==> config.mk <==
export PLATFORM = sky130hd
export DESIGN_NAME = door_ctrl
export DESIGN_NICKNAME = d
export VERILOG_FILES = /design/src/rtl/door_pkg.sv /design/src/rtl/door_next.sv /design/src/rtl/door_drive.sv /design/src/rtl/door_ctrl.sv
export SDC_FILE = /design/constraint.sdc
export NUM_CORES = 1
export LEC_CHECK = 0
export BUFFER_PORTS_ARGS = -buffer_cell sky130_fd_sc_hd__buf_2
export CAP_MARGIN = 20
export CORE_AREA = 5 5 42 44
export DETAILED_ROUTE_END_ITERATION = 6
export DIE_AREA = 0 0 47 49
export GPL_ROUTABILITY_DRIVEN = 0
export GPL_TIMING_DRIVEN = 1
export PLACE_DENSITY = 0.31
export SETUP_SLACK_MARGIN = 0.2
export SYNTH_ARGS = -nofsm -noshare
export SYNTH_HDL_FRONTEND = slang
export SYNTH_SLANG_ARGS = --single-unit
==> constraint.sdc <==
create_clock -name clk_i -period 2.7 [get_ports clk_i]
set_input_delay 0.27 -clock clk_i [delete_from_list [all_inputs] [get_ports clk_i]]
set_output_delay 0.27 -clock clk_i [all_outputs]
set_load 0.1 [all_outputs]
==> src/rtl/door_pkg.sv <==
package door_pkg;
  typedef enum logic [2:0] {
    ST_LOWERED  = 3'd0,
    ST_RISING   = 3'd1,
    ST_RAISED   = 3'd2,
    ST_FALLING  = 3'd3,
    ST_STOP_UP  = 3'd4,
    ST_STOP_DN  = 3'd5,
    ST_FAULT    = 3'd6
  } door_state_e;

  localparam int unsigned STATE_W = $bits(door_state_e);
endpackage

==> src/rtl/door_next.sv <==
module door_next
  import door_pkg::*;
(
  input  door_state_e cur_i,
  input  logic        btn_i,
  input  logic        up_lim_i,
  input  logic        down_lim_i,
  input  logic        blocked_i,
  output door_state_e nxt_o
);
  logic sensor_clash;
  assign sensor_clash = up_lim_i & down_lim_i;

  always_comb begin
    nxt_o = cur_i;
    if (sensor_clash) begin
      nxt_o = ST_FAULT;
    end else begin
      unique case (cur_i)
        ST_LOWERED: if (btn_i) nxt_o = ST_RISING;
        ST_RISING: begin
          // obstruction deliberately not looked at while rising
          if (up_lim_i)   nxt_o = ST_RAISED;
          else if (btn_i) nxt_o = ST_STOP_UP;
        end
        ST_RAISED:  if (btn_i) nxt_o = ST_FALLING;
        ST_FALLING: begin
          if (down_lim_i)     nxt_o = ST_LOWERED;
          else if (blocked_i) nxt_o = ST_STOP_DN;
          else if (btn_i)     nxt_o = ST_STOP_DN;
        end
        ST_STOP_UP: if (btn_i) nxt_o = ST_FALLING;
        ST_STOP_DN: if (btn_i) nxt_o = ST_RISING;
        ST_FAULT:   nxt_o = ST_FAULT;
        default:    nxt_o = ST_FAULT;
      endcase
    end
  end
endmodule

==> src/rtl/door_drive.sv <==
module door_drive
  import door_pkg::*;
(
  input  logic        clk_i,
  input  logic        rst_ni,
  input  door_state_e cur_i,
  output logic        open_o,
  output logic        close_o,
  output logic        halt_o
);
  always_comb begin
    open_o  = 1'b0;
    close_o = 1'b0;
    halt_o  = 1'b0;
    unique case (cur_i)
      ST_RISING:  open_o  = 1'b1;
      ST_FALLING: close_o = 1'b1;
      ST_FAULT:   halt_o  = 1'b1;
      default: ;
    endcase
  end

  AST_ONE_DIRECTION: assert property (@(posedge clk_i) disable iff (!rst_ni)
    !(open_o && close_o));
  AST_HALT_STILL: assert property (@(posedge clk_i) disable iff (!rst_ni)
    halt_o |-> !open_o && !close_o);
endmodule

==> src/rtl/door_ctrl.sv <==
module door_ctrl
  import door_pkg::*;
(
  input  logic clk_i,
  input  logic rst_ni,
  input  logic btn_i,
  input  logic up_lim_i,
  input  logic down_lim_i,
  input  logic blocked_i,
  output logic open_o,
  output logic close_o,
  output logic halt_o
);
  door_state_e state_q, state_d;

  door_next u_next (
    .cur_i      (state_q),
    .btn_i      (btn_i),
    .up_lim_i   (up_lim_i),
    .down_lim_i (down_lim_i),
    .blocked_i  (blocked_i),
    .nxt_o      (state_d)
  );

  always_ff @(posedge clk_i or negedge rst_ni) begin
    if (!rst_ni) state_q <= ST_LOWERED;
    else         state_q <= state_d;
  end

  door_drive u_drive (
    .clk_i   (clk_i),
    .rst_ni  (rst_ni),
    .cur_i   (state_q),
    .open_o  (open_o),
    .close_o (close_o),
    .halt_o  (halt_o)
  );

  AST_FAULT_ENTRY: assert property (@(posedge clk_i) disable iff (!rst_ni)
    (up_lim_i && down_lim_i) |=> halt_o);
  AST_FAULT_STICKY: assert property (@(posedge clk_i) disable iff (!rst_ni)
    halt_o |=> halt_o);
  AST_PRESS_FROM_LOWERED: assert property (@(posedge clk_i) disable iff (!rst_ni)
    (state_q == ST_LOWERED && btn_i && !(up_lim_i && down_lim_i)) |=> open_o);
  AST_RISE_IGNORES_BLOCK: assert property (@(posedge clk_i) disable iff (!rst_ni)
    (open_o && !btn_i && !up_lim_i) |=> open_o);
  AST_BLOCK_STOPS_FALL: assert property (@(posedge clk_i) disable iff (!rst_ni)
    (close_o && blocked_i && !down_lim_i && !up_lim_i) |=> !close_o && !open_o && !halt_o);
endmodule

Yosys cells after proc, flatten, opt, wreduce, memory -nomap -nowiden --
Cells that the tools add are included.
Word-level totals: register bits 3, input bits 6, output and inout port bits 3, word-level logic and storage cells 28
Operators by class: eq/ne operators 10, mux-type cells 12, bitwise gates (word level) 1, reductions and logical operators 4
Operator list (count):
- $mux 3 | 8
- $pmux 3 s4 | 1
- $eq 3x3->1 const B | 3
- $eq 3x2->1 const B | 2
- $ne 3x1->1 const B | 2
- $ne 5x5->1 const B | 1
- $ne 4x4->1 const B | 1
- $reduce_and 4->1 | 1
- $reduce_or 2->1 | 2
- $eq 3x1->1 const B | 1
- $logic_not 3->1 | 1
- $mux 1 | 3
- $and 1x1->1 | 1

Depth between registers and ports, before layout --
Gate-level depths: netlist of run 1.
word-level depth 5, gate-level depth with buffers 4, gate-level depth less buffers 4

By module --
From an unflattened synthesis of run 1, not the netlist that was laid out.
Second synthesis, totals: cells, all modules 28, area, all modules 231.5 um^2
Modules (own cells, without submodules):
- door_next | instances 1, cells each 22, area each 126.4 um^2, seq. area each 0.0 um^2
- door_ctrl | instances 1, cells each 3, area each 75.1 um^2, seq. area each 75.1 um^2
- door_drive | instances 1, cells each 3, area each 30.0 um^2, seq. area each 0.0 um^2

Least setup slack after synthesis of run 1 --
No wires, ideal clock.
kind flip-flop to flip-flop, start point reg state_q[1], end point reg state_q[0], library setup time 0.129 ns, arrival time 2.153 ns, required time 2.571 ns, path slack 0.418 ns, cell stages (with the launch flop) 5, buffers on the path 0, period minus slack after synthesis 2.282 ns, cells stage by stage dfrtp_1 -> nor3b_2 -> o21ai_0 -> o211ai_1 -> a21oi_1
On the way: cells in the longest elaborated chain, start to end 4, elaborated cells between the ends (all ways) 15, those cells by class eq/ne (9); mux (2); reduce/logical (4)
Ends and longest elaborated chain:
- start, declared | RTL line door_ctrl.sv:14 | door_state_e state_q, state_d;
- start signal, assigned | RTL line door_ctrl.sv:27 | else state_q <= state_d;
- $eq 3x3->1 (tied with other cells) | RTL line door_next.sv:19 | unique case (cur_i)
- $reduce_or 2->1 (no line)
- $ne 3x1->1 (no line) or $pmux 3 s4 (tied branches)
- $reduce_and 4->1 (no line) or $mux 3 (tied branches)
Parallel ways exist; a longest one is shown, timed or not. A chain may end at the register's enable or synchronous reset.

Final worst setup path of run 1 --
start point reg state_q[1], end point out open_o
On the way: cells in the longest elaborated chain, start to end 2
Ends and longest elaborated chain:
- $eq 3x1->1 | RTL line door_drive.sv:15 | unique case (cur_i)
- $mux 1 | RTL line door_drive.sv:15
- end, declared | RTL line door_ctrl.sv:10 | output logic open_o,
Every way passes these cells.

==> impl_metrics.py, run 1 <==
metrics = {
    "status": {
        "status": "finished, final reports clean",
    },
    "synthesis": {
        "synth_cell_types": 15,
        "synthCells": 23,
        "synth_area_per_cell_sq_um": 9.03,
        "syn-num-nets": 29,
        "syn_area_sq_um": 208,
        "synth_seq_cells": 3,
        "yosys_warnings": 0,
        "ys_seq_area_share_pct": 36.1,
    },
    "pwr": {
        "irDropWorstVdd_v": 0.000102,
        "power.switching_w": 0.0000288,
        "combPwrFrac_pct": 8.5,
        "p_leak_nw": 0.125,
        "power_frac_seq_pct": 33.5,
        "p_per_area_nw_per_um2": 444,
        "clkPwrFrac_pct": 58.0,
        "swShare_pct": 21.3,
        "p_int_w": 0.000106,
    },
    "timing": {
        "hold_viol": 0,
        "worst_slack_ns": 1.02,
        "finalCritPeriodShare_pct": 62.3,
        "fmax_mhz": 595,
        "relSlewSlack_pct": 67.9,
        "setup_viol": 0,
        "rsz0062_at_grt": "false",
        "finalSetupTns_ns": 0,
        "hold_slack_ns": 0.336,
        "worst_slew_pin_slew_ns": 0.485,
        "fin_skew_ns": 0.000222,
        "maxSlewViolCount": 0,
        "layout_min_cycle_time_ns": 1.68,
    },
    "detailed_routing": {
        "dr.pass1.iters": 4,
        "num_vias": 223,
        "viasPerCell": 4.29,
        "wl_met2_um": 237,
        "antenna_left": 0,
        "drt-met1-wl_um": 250,
        "drt_iter0_drc": 2,
        "wl_per_cell_um": 10.4,
        "routed_wl_um": 542,
        "drc": 0,
        "highest_layer": "met3",
        "dr_wl_met3_um": 53,
    },
    "finish": {
        "reg_top3": "state_q: 3 flops",
        "syn2layout_area_growth_pct": 46.4,
        "final_area_sq_um": 304,
        "largest_reg_flops": 3,
        "largest-register": "state_q",
        "layout_commonest_cell": "buf_2",
        "layout-drive-gt1-share_pct": 36.1,
        "layout_common_cells": "buf_2, o21ai_0, clkbuf_4, dfrtp_1",
        "num_antenna_cells": 0,
        "finish.utilization_pct": 21.7,
        "final_nets": 43,
    },
    "worst_setup_path": {
        "r2r_start": "state_q[0]",
        "ff2ff_setup_slack_ns": 1.56,
        "r2r_cells": 3,
        "worstSetupStartpointType": "flop",
        "worstPathRequired_ns": 2.43,
        "crit_path_start": "state_q[1]",
        "worst-setup-path-type": "reg -> out",
        "r2r_end": "state_q[2]",
        "cp_max_fo": 8,
        "cp_slowest_stage_delay_ns": 0.46,
        "cp_slowest_cell": "buf_2",
        "crit_arrival_ns": 1.41,
        "worstPathCellList": "nor3b_2 -> buf_2",
        "end_kind": "output pin",
        "endpoint": "open_o",
    },
    "grt": {
        "grt_pass1_vias": 244,
        "gr-usage-all-layers_pct": 5.58,
        "grt-ovfl-total": 0,
        "antenna_found_initial": 0,
        "grt_pass1_wl_um": 883,
        "grt_max_degree": 9,
    },
    "placed_design": {
        "placed_area_sq_um": 268,
        "numPortBuffers": 8,
        "pre_cts_slack_ns": 1.26,
    },
    "floorplan": {
        "die_w_um": 47,
        "start_util_pct": 14.8,
        "core-area_sq_um": 1400,
        "ios": 9,
        "fp.dieH_um": 49,
        "die_area_sq_um": 2300,
        "rows": 14,
    },
    "run": {
        "cap_violations": 0,
    },
    "clocking": {
        "htree_levels": 1,
        "cts_root_buf": "clkbuf_4",
        "insertion_delay_ns": 0.23,
        "clk_pin_slew_ns": 0.04,
        "clock_sinks": 3,
        "cts_made_buffers": 3,
        "cts_tree": "yes",
        "clockBufferDepth": 2,
    },
    "min_path": {
        "worstHoldPathType": "in -> reg",
    },
}
metal layers:
layer / track usage (%) / vias up
met4: 5.53 / 0
met2: 7.47 / 10
li1: - / 113
met5: 0 / -
met1: 6.19 / 100
met3: 2.21 / 0
through the flow:
| stage | std cells | total power, W |
|---|---|---|
| detailed placement | 47 | 0.0000562 |
| finish | 52 | 0.000135 |
| CTS | 52 | 0.000141 |
| global placement | 47 | 0.0000563 |
| floorplan | 23 | 0.0000494 |
| global route | 52 | 0.000143 |
critical path: cells and delay by family (launching register included):
family | cells | cell delay [ns]
buffers and inverters | 1 | 0.46
DFF | 1 | 0.45
and+or+nand+nor | 1 | 0.26
synth_stat cells:
library cell | instances | area (sq um)
and3b_1 | 2 | 17.5
o21ai_0 | 4 | 20.0
a31oi_1 | 1 | 6.26
a21oi_1 | 2 | 10.0
nor3b_1 | 1 | 7.51
o211ai_1 | 2 | 15.0
or2_0 | 1 | 6.26
nand3_1 | 1 | 5.00
mux2i_1 | 1 | 10.0
nand2_1 | 1 | 3.75
nor2_1 | 1 | 3.75
nor3b_2 | 1 | 12.5
dfrtp_1 | 3 | 75.1
nor2b_1 | 1 | 6.26
a21o_2 | 1 | 8.76
worst min-delay path by stage:
stage / from / endpoint / slack (ns) / cells past startpoint
2_1_floorplan: rst_ni / state_q[0] / -0.03 / 0
3_3_place_gp: rst_ni / state_q[1] / 0.07 / 1
3_5_place_dp: rst_ni / state_q[2] / 0.07 / 1
4_1_cts: up_lim_i / state_q[2] / 0.33 / 3
5_1_grt: up_lim_i / state_q[2] / 0.37 / 3
6_report: up_lim_i / state_q[2] / 0.34 / 3
power groups by stage:
stage	combinational, W	sequential (W)	clock [W]
2_1_floorplan	0.00000358	0.0000458	0
3_3_place_gp	0.0000106	0.0000458	0
3_5_place_dp	0.0000104	0.0000458	0
4_1_cts	0.0000116	0.0000452	0.0000843
5_1_grt	0.0000131	0.0000452	0.0000850
6_report	0.0000114	0.0000452	0.0000783
cell type report:
cell class	count	area, sq um
flip-flops and latches	3	75.1
repair buffers	9	50.0
clock buffers	4	26.3
multi-input cells	20	133
well taps	16	20.0
fillers	164	1100
cells by family after synthesis:
logic type,count (synthesis),synth area share (%)
compound gates,10,28.9
simple gates,9,30.1
flops,3,36.1
mux,1,4.82
timing repair:
action,4_1_cts,5_1_grt
resized for setup,0,0
buffers inserted,0,0
hold buffers,1,0
endpoints found under the hold margin,3,0
Note: power is estimated with default switching activity, not from simulation.
==> inputs of run 2 (changes only) <==
--- a/config.mk
+++ b/config.mk
@@ -5,6 +5,7 @@
 export SDC_FILE = /design/constraint.sdc
 export NUM_CORES = 1
 export LEC_CHECK = 0
+export ABC_AREA = 1
 export BUFFER_PORTS_ARGS = -buffer_cell sky130_fd_sc_hd__buf_2
 export CAP_MARGIN = 20
 export CORE_AREA = 5 5 42 44
@@ -12,7 +13,7 @@
 export DIE_AREA = 0 0 47 49
 export GPL_ROUTABILITY_DRIVEN = 0
 export GPL_TIMING_DRIVEN = 1
-export PLACE_DENSITY = 0.31
+export PLACE_DENSITY = 0.35
 export SETUP_SLACK_MARGIN = 0.2
 export SYNTH_ARGS = -nofsm -noshare
 export SYNTH_HDL_FRONTEND = slang
==> constraint.sdc (replaced) <==
create_clock -name clk_i -period 1.37 [get_ports clk_i]
set_input_delay 0.137 -clock clk_i [delete_from_list [all_inputs] [get_ports clk_i]]
set_output_delay 0.137 -clock clk_i [all_outputs]
set_load 0.1 [all_outputs]
==> run 2 against run 1 <==
Compared with the run above:
- non-clock buffer count up 6
- critical endpoint is now close_o
- clock skew up 0.0044 ns
- highest routed layer is now met4
- combinational power up 58%
- largest cell class unchanged
- largest power group unchanged
==> impl_metrics.py, run 2 <==
metrics = {
    "status": {
        "status": "finished, final reports clean",
    },
    "floorplan": {
        "start_util_pct": 17.4,
        "die_w_um": 47,
        "die_area_sq_um": 2300,
        "fp.dieH_um": 49,
        "rows": 14,
        "ios": 9,
        "core-area_sq_um": 1400,
    },
    "worst_setup_path": {
        "cp_max_fo": 3,
        "ff2ff_setup_slack_ns": 0.19,
        "critPathTopFamily": "flip-flops",
        "r2r_end": "state_q[1]",
        "cp_slowest_stage_delay_ns": 0.42,
        "r2r_start": "state_q[2]",
        "worst-setup-path-type": "reg -> out",
        "r2r_cells": 7,
        "worstPathCellList": "buf_6 -> nor2_4 -> buf_12",
        "end_kind": "output pin",
        "cp.depth": 3,
        "worstPathRequired_ns": 1.23,
        "crit_arrival_ns": 1.12,
        "worstSetupStartpointType": "flop",
        "cp_slowest_cell": "dfrtp_2",
        "worst-path-buf-inv": 2,
    },
    "finish": {
        "layout_commonest_cell": "nand2_1",
        "layout_common_cells": "nand2_1, inv_1, buf_2",
        "multiInputGateArea_sq_um": 175,
        "layout-drive-gt1-share_pct": 54.4,
        "finish.utilization_pct": 33.8,
        "syn2layout_area_growth_pct": 94.4,
        "layoutNonFillerInstCount": 73,
        "fill_cells": 166,
        "final_nets": 64,
        "reg_top3": "state_q: 3 flops",
        "num_antenna_cells": 0,
        "largest-register": "state_q",
        "final_area_sq_um": 474,
        "seqCellArea_sq_um": 78.8,
        "largest_reg_flops": 3,
    },
    "synthesis": {
        "netlist.area_leader.share_pct": 30.8,
        "synth_xor_xnor_area_share_pct": 0,
        "postSynth.asyncResetShare_pct": 100,
        "synth_fa_ha_area_share_pct": 0,
        "synth_area_per_cell_sq_um": 6.42,
        "synth.mux.area_fraction_pct": 0,
        "synth_flop_cell": "dfrtp_1",
        "synth_top_cells_by_area": "dfrtp_1, nand2_1, inv_1, nand3_1, nand3_2",
        "synth-compound-area-share_pct": 3.08,
        "synth_area_leader_cell": "dfrtp_1",
        "ys_seq_area_share_pct": 30.8,
        "ys_top_cells_by_count": "nand2_1, inv_1, nand3_1",
        "synth_cell_types": 10,
        "yosysMostFrequentCell": "nand2_1",
        "syn-num-nets": 44,
        "synthCells": 38,
        "synth-simple-area-share_pct": 55.4,
        "yosys_warnings": 0,
        "syn_area_sq_um": 244,
        "synth_top_family_by_area": "simple AND/OR/NAND/NOR gates",
        "synth_edf_count": 0,
        "synth_seq_cells": 3,
    },
    "detailed_routing": {
        "routed_wl_um": 743,
        "antenna_left": 0,
        "dr.pass1.iters": 2,
        "num_vias": 300,
        "wl_per_cell_um": 10.2,
        "drc": 0,
        "viasPerCell": 4.11,
        "drt_iter0_drc": 1,
    },
    "pwr": {
        "p_per_area_nw_per_um2": 565,
        "p_leak_nw": 0.248,
        "p_int_w": 0.000207,
        "combPwrFrac_pct": 6.7,
        "clkPwrFrac_pct": 60.0,
        "swShare_pct": 22.8,
        "power_frac_seq_pct": 33.3,
        "power.switching_w": 0.0000611,
        "irDropWorstVdd_v": 0.000250,
    },
    "grt": {
        "grt.met1_usage_pct": 8.87,
        "grt-ovfl-total": 0,
        "antenna_found_initial": 0,
        "grt_max_degree": 7,
        "gr-usage-all-layers_pct": 8.47,
        "grt_busiest_layer": "met2",
        "grt_pass1_wl_um": 1320,
        "met3_usage_pct": 2.58,
        "grt_pass1_vias": 311,
        "use_met2_pct": 12.4,
    },
    "run": {
        "cap_violations": 0,
    },
    "placed_design": {
        "numPortBuffers": 8,
        "placed_area_sq_um": 365,
        "dp.cells": 62,
        "hpwl_um": 497,
    },
    "timing": {
        "relSlewSlack_pct": 86.7,
        "finalCritPeriodShare_pct": 91.6,
        "fin_skew_ns": 0.00462,
        "setup_viol": 0,
        "hold_viol": 0,
        "fmax_mhz": 797,
        "maxSlewViolCount": 0,
        "rsz0062_at_grt": "true",
        "finalSetupTns_ns": 0,
        "worst_slew_pin_slew_ns": 0.199,
        "layout_min_cycle_time_ns": 1.25,
    },
    "clocking": {
        "cts_root_buf": "clkbuf_4",
        "cts_tree": "yes",
        "clk_pin_slew_ns": 0.04,
        "clockBufferDepth": 2,
        "cts_made_buffers": 3,
        "clock_sinks": 3,
        "insertion_delay_ns": 0.24,
        "htree_levels": 1,
    },
    "min_path": {
        "worstHoldPathType": "in -> async",
    },
}
## run 2: cell families (layout without fill, tap and decap cells)
group	Yosys count	count (layout)
AO/OA/AOI/OAI	1	1
AND/OR/NAND/NOR	27	27
flip-flops	3	3
buffers and inverters	7	26
## run 2: metal layers
layer  routed length, um  share of wire, %
met4                  32               4.3
met1                 299                40
met5                   0                 0
met3                  28               3.8
met2                 382                51
## run 2: repair_timing
action | CTS | global route
resized for setup | 5 | 4
setup buffers | 5 | 1
pin swaps | 2 | 3
endpoints found under the setup margin | 6 | 6
cloned | 0 | 0
hold buffers | 1 | 0
endpoints found under the hold margin | 3 | 0
## run 2: metrics by stage
stage	power, W	setup WS, ns	hold WS (ns)
final	0.000268	0.115	0.218
after global routing	0.000291	0.0582	0.240
after CTS	0.000278	0.0982	0.199
after detailed placement	0.000105	0.164	-0.0648
after global placement	0.000106	0.125	-0.0622
after floorplan	0.0000955	-0.160	-0.159
## run 2: how the worst max path moves through the flow
stage / startpoint / to / slack (ns)
6_report: state_q[2] / close_o / 0.12
5_1_grt: state_q[2] / open_o / 0.06
4_1_cts: state_q[2] / open_o / 0.1
3_5_place_dp: state_q[0] / state_q[1] / 0.16
3_3_place_gp: state_q[0] / state_q[1] / 0.12
2_1_floorplan: state_q[0] / state_q[1] / -0.16
## run 2: area by class of cell
type	count	area share, %
timing repair buffer	15	31.1
tap	16	4.22
clock buffer	4	5.54
multi-input combinational	28	36.9
sequential	3	16.6
inverter	7	5.54
## run 2: power by group through the flow
stage                     Combinational, W  Sequential (W)  Clock, W
after global routing             0.0000203       0.0000889  0.000182
final                            0.0000180       0.0000891  0.000161
after global placement           0.0000156       0.0000902         0
after CTS                        0.0000175       0.0000890  0.000172
after floorplan                 0.00000529       0.0000902         0
after detailed placement         0.0000152       0.0000902         0
